## src/rtl/pwm_chan_pkg.sv

```systemverilog
package pwm_chan_pkg;
  localparam int CODE_W = 4;
  localparam int DIV_W  = 13;
  localparam int HALF_W = 16;

  typedef struct packed {
    logic             ok;
    logic [DIV_W-1:0] div;
  } psc_sel_t;

  function automatic psc_sel_t psc_lookup(input logic [CODE_W-1:0] code);
    psc_sel_t r;
    r.ok = 1'b1;
    unique case (code)
      4'd0:    r.div = DIV_W'(120);
      4'd1:    r.div = DIV_W'(180);
      4'd2:    r.div = DIV_W'(240);
      4'd3:    r.div = DIV_W'(360);
      4'd4:    r.div = DIV_W'(480);
      4'd8:    r.div = DIV_W'(1200);
      4'd9:    r.div = DIV_W'(2400);
      4'd10:   r.div = DIV_W'(3600);
      4'd11:   r.div = DIV_W'(4800);
      4'd12:   r.div = DIV_W'(7200);
      4'd15:   r.div = DIV_W'(1);
      default: begin r.ok = 1'b0; r.div = DIV_W'(1); end
    endcase
    return r;
  endfunction
endpackage

```

## src/rtl/psc_tick_gen.sv

```systemverilog
module psc_tick_gen
  import pwm_chan_pkg::*;
#(
  parameter int CW = CODE_W,
  parameter int DW = DIV_W
) (
  input  logic          clk,
  input  logic          rst,
  input  logic          run,
  input  logic [CW-1:0] code,
  output logic          code_ok,
  output logic          tick
);
  psc_sel_t        sel;
  logic [DW-1:0]   cnt_q;
  logic            at_end;

  always_comb begin
    sel     = psc_lookup(code);
    code_ok = sel.ok;
    at_end  = (cnt_q == sel.div - DW'(1));
    tick    = run && sel.ok && at_end;
  end

  always_ff @(posedge clk) begin
    if (rst || !run || !sel.ok) cnt_q <= '0;
    else if (at_end)            cnt_q <= '0;
    else                        cnt_q <= cnt_q + DW'(1);
  end
endmodule

```

## src/rtl/period_shadow.sv

```systemverilog
module period_shadow #(
  parameter int HW = 16
) (
  input  logic          clk,
  input  logic          rst,
  input  logic          wr,
  input  logic [2*HW-1:0] wdata,
  input  logic          run,
  input  logic          wrap,
  output logic [HW-1:0] n_cur,
  output logic [HW-1:0] d_cur,
  output logic          busy
);
  logic [2*HW-1:0] stage_q;
  logic [2*HW-1:0] live_q;
  logic            load;

  assign load  = busy && (!run || wrap);
  assign n_cur = live_q[2*HW-1:HW];
  assign d_cur = live_q[HW-1:0];

  always_ff @(posedge clk) begin
    if (rst) begin
      stage_q <= '0;
      live_q  <= '0;
      busy    <= 1'b0;
    end else begin
      if (load) begin
        live_q <= stage_q;
        busy   <= 1'b0;
      end
      if (wr) begin
        stage_q <= wdata;
        busy    <= 1'b1;
      end
    end
  end
endmodule

```

## src/rtl/wave_core.sv

```systemverilog
module wave_core #(
  parameter int HW = 16
) (
  input  logic          clk,
  input  logic          rst,
  input  logic          run,
  input  logic          code_ok,
  input  logic          tick,
  input  logic          oneshot,
  input  logic          start,
  input  logic          pol,
  input  logic [HW-1:0] n_cur,
  input  logic [HW-1:0] d_cur,
  output logic          wrap,
  output logic          shot_live,
  output logic          wave_q
);
  logic [HW-1:0] pos_q;
  logic          seg_on;
  logic          last;
  logic          launch;
  logic          active;

  always_comb begin
    seg_on = oneshot ? shot_live : 1'b1;
    last   = ({1'b0, pos_q} + (HW+1)'(1)) >= {1'b0, n_cur};
    wrap   = tick && seg_on && last;
    launch = run && oneshot && start && !shot_live;
    active = seg_on && (pos_q < d_cur);
  end

  always_ff @(posedge clk) begin
    if (rst || !run) begin
      pos_q     <= '0;
      shot_live <= 1'b0;
    end else begin
      if (!oneshot)             shot_live <= 1'b0;
      else if (launch)          shot_live <= 1'b1;
      else if (wrap)            shot_live <= 1'b0;
      if (launch || wrap)       pos_q <= '0;
      else if (tick && seg_on)  pos_q <= pos_q + HW'(1);
    end
  end

  always_ff @(posedge clk) begin
    if (rst) wave_q <= 1'b0;
    else     wave_q <= (run && code_ok && active) ? pol : !pol;
  end
endmodule

```

## src/rtl/pscaled_pwm_chan.sv

```systemverilog
module pscaled_pwm_chan
  import pwm_chan_pkg::*;
#(
  parameter int CW  = CODE_W,
  parameter int DW  = DIV_W,
  parameter int HW  = HALF_W,
  localparam int PW = 2 * HW
) (
  input  logic          clk,
  input  logic          rst,
  input  logic [CW-1:0] cfg_psc,
  input  logic          cfg_en,
  input  logic          cfg_gate,
  input  logic          cfg_pol,
  input  logic          cfg_bypass,
  input  logic          cfg_oneshot,
  input  logic          start_stb,
  input  logic          per_wr,
  input  logic [PW-1:0] per_data,
  output logic          per_busy,
  output logic          pwm_out
);
  logic          run;
  logic          code_ok;
  logic          pre_tick;
  logic          period_wrap;
  logic          shot_live;
  logic          wave_q;
  logic [HW-1:0] n_cur;
  logic [HW-1:0] d_cur;

  assign run = cfg_en && cfg_gate;

  psc_tick_gen #(.CW(CW), .DW(DW)) u_psc (
    .clk(clk), .rst(rst), .run(run), .code(cfg_psc),
    .code_ok(code_ok), .tick(pre_tick)
  );

  period_shadow #(.HW(HW)) u_per (
    .clk(clk), .rst(rst), .wr(per_wr), .wdata(per_data),
    .run(run), .wrap(period_wrap),
    .n_cur(n_cur), .d_cur(d_cur), .busy(per_busy)
  );

  wave_core #(.HW(HW)) u_wave (
    .clk(clk), .rst(rst), .run(run), .code_ok(code_ok), .tick(pre_tick),
    .oneshot(cfg_oneshot), .start(start_stb), .pol(cfg_pol),
    .n_cur(n_cur), .d_cur(d_cur),
    .wrap(period_wrap), .shot_live(shot_live), .wave_q(wave_q)
  );

  assign pwm_out = cfg_bypass ? clk : wave_q;
endmodule

```

## config.mk

```make
export PLATFORM = sky130hd
export DESIGN_NAME = pscaled_pwm_chan
export DESIGN_NICKNAME = d
export VERILOG_FILES = /design/src/rtl/pwm_chan_pkg.sv /design/src/rtl/psc_tick_gen.sv /design/src/rtl/period_shadow.sv /design/src/rtl/wave_core.sv /design/src/rtl/pscaled_pwm_chan.sv
export SDC_FILE = /design/constraint.sdc
export NUM_CORES = 1
export LEC_CHECK = 0
export BUFFER_PORTS_ARGS = -buffer_cell sky130_fd_sc_hd__buf_2
export CAP_MARGIN = 5
export CORE_MARGIN = 3
export CORE_UTILIZATION = 60
export CTS_CLUSTER_SIZE = 24
export DETAILED_ROUTE_END_ITERATION = 8
export PLACE_DENSITY = 0.8
export SYNTH_ARGS = -nofsm -noshare
export SYNTH_HDL_FRONTEND = slang
export SYNTH_SLANG_ARGS = --single-unit
```

## constraint.sdc

```tcl
create_clock -name clk -period 4.5 [get_ports clk]
set_clock_uncertainty 0.15 [all_clocks]
set_input_delay 0.225 -clock clk [delete_from_list [all_inputs] [get_ports clk]]
set_output_delay 0.225 -clock clk [all_outputs]
set_load 0.05 [all_outputs]
```

==> results by group, run 1 <==
Flow run
  – Max Cap Violations: 0

Power and ir drop
  – Static leakage: roughly 2.6 nW
  – Gate power share: 0.132
  – P_sw: 0.514 mW
  – Pwr/cell area: about 290 nW/um2
  – Sw Ratio: 0.278
  – VDD IR-drop max: ~0.22 mV
  – Register share of total power: 0.482
  – Clk network pwr share: 0.385
  – P_int: approximately 1.3 mW
  – Overall power: between 1.5 and 2 mW

Worst setup path
  – CP Class: flip-flop to flip-flop
  – Crit-path slowest cell: dfxtp_1
  – Worst-path cell chain: ha_1, and3_1, and3_1, and2_1, nand4_1, xnor2_1, ha_1, o21ai_0, o21ai_0, a211oi_1, a211oi_1, buf_4, o21ai_1, o21ai_4, buf_8, mux2i_1
  – Setup crit start: u_wave.pos_q[0]
  – CP Max Fanout: 32
  – Startpoint Class: flip-flop
  – Worst path top cell family by delay: compound AO/OA/AOI/OAI gates
  – CP endpoint kind: flip-flop
  – CP Data Arrival Time: 4.47 ns
  – Largest stage delay, worst path: approximately 0.43 ns
  – Worst reg2reg startpoint: u_wave.pos_q[0]
  – Crit path buf inv count: 2
  – Critical Path RT: between 4 and 5 ns

Finish
  – Final non-filler cell area: about 6400 um2
  – Layout area overhead: 15.5%
  – Share of layout cells above drive strength 1: 0.106
  – Layout Cells excl Fill: 813
  – Final Util: 0.721
  – Register area: around 1900 um2
  – Total of fill cells in the finished design: 654
  – Final nets: between 700 and 800
  – Diodes inserted: 0
  – Area occupied by multi-input gates: roughly 3300 um2

Yosys
  – Synthesized area: ~5500 um2
  – Synth top cells by count: dfxtp_1 (96), nand2b_1 (72), mux2i_1 (66)
  – Top_reg_cell synth: dfxtp_1
  – Post-synth EDFFs: 0
  – Synth Register Bits: between 90 and 100
  – Syn nets: 716
  – Seq/Total Area, Yosys: 0.348
  – Synth async-reset ratio: 0
  – Top-count cell post-synth: dfxtp_1
  – Syn Area/Cell: 8.66 um2
  – Yosys top cell by area: dfxtp_1
  – Synth area leaders: dfxtp_1 (35%), mux2i_1 (12%), nand2b_1 (8.2%), ha_1 (7.5%), nor2_1 (4.3%)
  – Post-Syn Instances: 638
  – Synth top area share: 0.348
  – Synth unique cells: 54
  – Synth Warn #: 0

Drt
  – Initial DRC count: 326
  – Vias: 4,657
  – Total Wirelength: 12,100 um
  – Vias per cell: roughly 5.7
  – Drc violations: 0
  – Wire length per cell: between 10 and 15 um
  – Post-DRT Antenna Nets: 0
  – Drt first pass iters: 4

Placed design
  – Dpl hpwl: between 8000 and 9000 um
  – DP Area: 5740 um2
  – Gpl congestion: 0.868
  – Placed cells: 757
  – IO Port Bufs: 46

Min path
  – Worst hold start: rst
  – HP Class: input port to flip-flop

Floorplanning
  – Core area: 8850 um2
  – Initial core utilization: 0.624
  – Die Wd: slightly above 100 um
  – Row Count: 34
  – Top-Level Pins: 47
  – Total die area: around 10,000 um2
  – Die Y: just over 100 um

Global routing
  – First-pass GRT wire length: around 20,000 um
  – Grt total ovfl: 0
  – Largest net degree at the start of global routing: between 100 and 150
  – Number of global-route vias before repair: approximately 4,500
  – Total GRT Usage: 0.242
  – Initial antenna violation count: 0

Timing
  – Setup-failing EPs final: 0
  – Fmax: about 0.24 GHz
  – Crit path time final: between 4 and 5 ns
  – Slew margin rel.: 0.325
  – Slew of the pin with the lowest slew margin: roughly 1.0 ns
  – Crit share post-route: 0.937
  – Slew Viols, Final: 0
  – RSZ-0062 raised after global routing: no
  – Setup TNS Final: 0 ns
  – Final Hold Viols: 0

Clock network
  – CTS tree: yes
  – Clock slew at reported path FFs: 0.11 ns
  – Clk_lat worst skew: between 0.4 and 0.5 ns

Status
  – Status: complete, no violations
## tightest hold or removal path: stages
cell and delay, ns:
buf_2 0.09, buf_4 0.33, nor2_1 0.17
## stage by stage
| stage | hold WS [ns] | worst slack, ns |
|---|---|---|
| final | 0.239 | 0.285 |
| after detailed placement | 0.301 | 0.295 |
| after floorplan | 0.196 | 0.779 |
| after CTS | 0.253 | 0.160 |
| after global routing | 0.297 | 0.0206 |
| after global placement | 0.285 | 0.587 |
## registers in the layout, indices dropped and copies added (netlist names)
signal and flops:
u_per.live_q 32, u_wave.shot_live 1, u_wave.pos_q 16, u_per.busy 1
u_psc.cnt_q 13, u_wave.wave_q 1, u_per.stage_q 32
## metal layers
metal | global-route usage | vias up | part of all wire
li1 | - | 2327 | -
met1 | 0.303 | 2183 | 0.44
met2 | 0.407 | 126 | 0.49
met3 | 0.0478 | 21 | 0.047
met4 | 0.0999 | 0 | 0.021
met5 | 0 | - | 0
## final cells by class
type,count,area share
inverters,34,0.0200
well taps,108,0.0212
flip-flops and latches,96,0.301
repair buffers,86,0.0992
clock inverters,7,0.0157
multi-input cells,469,0.516
clock buffers,13,0.0267
## final timing paths
| kind | end | slack, ns | cells past startpoint |
|---|---|---|---|
| worst max-delay path | u_per.live_q[14] | 0.29 | 16 |
| worst max register to register | u_per.live_q[14] | 0.29 | 16 |
| worst min-delay path | u_per.stage_q[9] | 0.24 | 3 |
| worst min register to register | u_psc.cnt_q[0] | 0.32 | 1 |
## power by group through the flow
stage               combinational [mW]  clock (mW)  sequential [mW]
global route                     0.269       0.764            0.893
detailed placement               0.215      0.0293            0.909
CTS                              0.241       0.724            0.890
floorplan                        0.162      0.0257            0.906
finish                           0.244       0.710            0.890
global placement                 0.207      0.0293            0.908
## cell usage in the layout (no fill, tap or decap), drive strengths merged, types with 8 or more instances in the layout
cell type,n
nand2,23
dlygate4sd3,37
mux2i,66
dfxtp,96
nor3,13
ha,33
buf,50
nand4b,8
a21oi,28
inv,36
nand3,18
xor2,20
nand2b,72
xnor2,9
nor2,65
and3,14
clkbuf,12
o21ai,25
## what timing repair did
action                                  CTS  global route
gates resized for setup                   0             4
hold buffers                             37             0
setup buffers                             0             0
hold endpoints to repair                 35             0
endpoints found under the setup margin    0            40
## logic make-up after synthesis
kind of cell    share of synthesized area
compound gates                      0.104
flops                               0.348
fa+ha+maj                          0.0747
xor+xnor                           0.0503
simple gates                        0.244
mux                                 0.122
buf+inv                            0.0580
Note: power is estimated with default switching activity, not from simulation.
==> inputs of run 2 (changes only) <==
--- a/config.mk
+++ b/config.mk
@@ -8,10 +8,9 @@
 export BUFFER_PORTS_ARGS = -buffer_cell sky130_fd_sc_hd__buf_2
 export CAP_MARGIN = 5
 export CORE_MARGIN = 3
-export CORE_UTILIZATION = 60
+export CORE_UTILIZATION = 40
 export CTS_CLUSTER_SIZE = 24
 export DETAILED_ROUTE_END_ITERATION = 8
-export PLACE_DENSITY = 0.8
 export SYNTH_ARGS = -nofsm -noshare
 export SYNTH_HDL_FRONTEND = slang
 export SYNTH_SLANG_ARGS = --single-unit
==> run 2 against run 1 <==
Compared with the run above: register-to-register slack better by 0.20 ns; core utilization down 23 points; worst setup slack improved by 0.20 ns; die area grew 47%; via count is 3.7% lower; largest power group is now the clock network.
==> results by group, run 2 (synthesized netlist as in run 1, its figures left out) <==
Status
  – Status: complete, no violations

Floorplanning
  – Die Wd: 124 um
  – Die Y: 124 um
  – Row Count: 42
  – Total die area: 15,300 um2
  – Top-Level Pins: 47
  – Initial core utilization: 0.412
  – Core area: approximately 13,000 um2

Global routing
  – Number of global-route vias before repair: 4,499
  – Largest net degree at the start of global routing: 72
  – Grt total ovfl: 0
  – Total GRT Usage: 0.176
  – Initial antenna violation count: 0
  – First-pass GRT wire length: between 20,000 and 25,000 um

Worst setup path
  – Critical Path RT: around 4.7 ns
  – Largest stage delay, worst path: approximately 0.4 ns
  – Crit-path slowest cell: dfxtp_1
  – Crit path buf inv count: 2
  – CP Class: flip-flop to flip-flop
  – Worst path top cell family by delay: simple AND/OR/NAND/NOR gates
  – CP Data Arrival Time: 4.25 ns
  – Startpoint Class: flip-flop
  – Worst-path cell chain: ha_1, and3_1, and3_1, and2_1, and3_1, xor2_1, ha_1, a211oi_1, o21ai_0, a211oi_1, a211oi_1, buf_4, nor2_4, buf_4, nand4b_1, a21oi_1
  – CP endpoint kind: flip-flop
  – Reg2reg path depth: 16
  – Levels on crit path: 16
  – CP Max Fanout: 14

Drt
  – Vias: ~4,500
  – Post-DRT Antenna Nets: 0
  – Wire length per cell: about 14 um
  – Drt first pass iters: 4
  – Initial DRC count: 250
  – Drc violations: 0
  – Vias per cell: ~5.1
  – Total Wirelength: approximately 12,000 um

Timing
  – Slew of the pin with the lowest slew margin: between 1 and 1.5 ns
  – Crit path time final: 4.02 ns
  – Worst Hold Slack: roughly 0.050 ns
  – Slew Viols, Final: 0
  – Fmax: 0.249 GHz
  – RSZ-0062 raised after global routing: no
  – Setup TNS Final: 0 ns
  – Crit share post-route: 0.893
  – Setup-failing EPs final: 0
  – Slew margin rel.: 0.328
  – Setup ws final: 0.482 ns
  – Final Hold Viols: 0

Power and ir drop
  – VDD IR-drop max: about 0.21 mV
  – Clk network pwr share: 0.448
  – Gate power share: 0.119
  – Register share of total power: 0.434
  – Sw Ratio: 0.248
  – P_sw: 0.509 mW
  – Pwr/cell area: between 300 and 400 nW/um2
  – Static leakage: ~2.7 nW
  – P_int: 1.54 mW

Clock network
  – Clk_lat worst skew: 0.46 ns
  – Clock slew at reported path FFs: around 0.07 ns
  – Post-CTS Setup Bufs: 0
  – CTS tree: yes

Min path
  – Worst Hold Path Cells: 2
  – HP Class: input port to flip-flop

Placed design
  – Dpl hpwl: roughly 8500 um
  – Placed cells: roughly 830
  – Post-Place Setup Slack: 0.402 ns
  – IO Port Bufs: 46
  – Gpl congestion: between 0.8 and 0.9

Finish
  – Layout Cells excl Fill: 881
  – Share of layout cells above drive strength 1: 0.105
  – Top flop regs: u_per.live_q: 32 flops, u_per.stage_q: 32 flops, u_wave.pos_q: 16 flops
  – Commonest non-fill, non-tap cell in the layout: dfxtp_1
  – Final nets: about 780
  – Layout area overhead: 18.9%
  – Commonest cells after routing, fill and taps aside: dfxtp_1 (96), nand2b_1 (72), mux2i_1 (66)
  – Diodes inserted: 0

Flow run
  – Max Cap Violations: 0
run 2: cell count changes in the layout (fill, tap and decap cells not counted):
cell	change
buf_8	-1
clkbuf_1	+1
clkinv_8	-2
clkbuf_8	-12
clkbuf_16	+12
inv_8	-1
buf_12	+1
clkinv_2	+4
clkinv_4	-2
run 2: path summary, 6_finish.rpt:
kind,slack [ns],to,from
setup / recovery,0.48,u_wave.pos_q[3],u_wave.pos_q[0]
hold / removal,0.05,u_per.stage_q[25],rst
setup reg to reg,0.48,u_wave.pos_q[3],u_wave.pos_q[0]
hold reg to reg,0.30,u_psc.cnt_q[0],u_psc.cnt_q[0]
run 2: metal layers:
layer  wire (um)  track usage  up-vias
li1            -            -     2321
met1        5800        0.219     2056
met2        5830        0.284       79
met3         327       0.0352       27
met4         350       0.0983        0
met5           0            0        -
run 2: layout make-up:
| class | count | area, um2 |
|---|---|---|
| repair buffers | 86 | 638 |
| clock buffers | 14 | 309 |
| multi-input cells | 469 | 3300 |
| fillers | 1314 | 6830 |
| flip-flops and latches | 96 | 1920 |
| clock inverters | 6 | 58.8 |
| inverters | 34 | 128 |
| well taps | 176 | 220 |
run 2: timing repair:
| action | in CTS | in global routing |
|---|---|---|
| setup endpoints to repair | 0 | 9 |
| hold buffers | 37 | 0 |
| resized for setup | 0 | 1 |
| hold endpoints to repair | 35 | 0 |
run 2: through the flow:
| step | util | cell area, um2 | power [mW] |
|---|---|---|---|
| 2_1_floorplan | - | 5530 | 1.09 |
| 3_3_place_gp | 0.435 | 5830 | 1.15 |
| 3_5_place_dp | 0.435 | 5830 | 1.15 |
| 4_1_cts | 0.490 | 6570 | 2.08 |
| 5_1_grt | 0.490 | 6570 | 2.15 |
| 6_report | 0.490 | 6570 | 2.05 |
run 2: power by group through the flow:
stage / registers, mW / logic, mW / clock network, mW
finish: 0.889 / 0.243 / 0.919
global route: 0.892 / 0.272 / 0.982
CTS: 0.890 / 0.242 / 0.950
global placement: 0.908 / 0.213 / 0.0293
detailed placement: 0.909 / 0.217 / 0.0293
floorplan: 0.906 / 0.162 / 0.0257
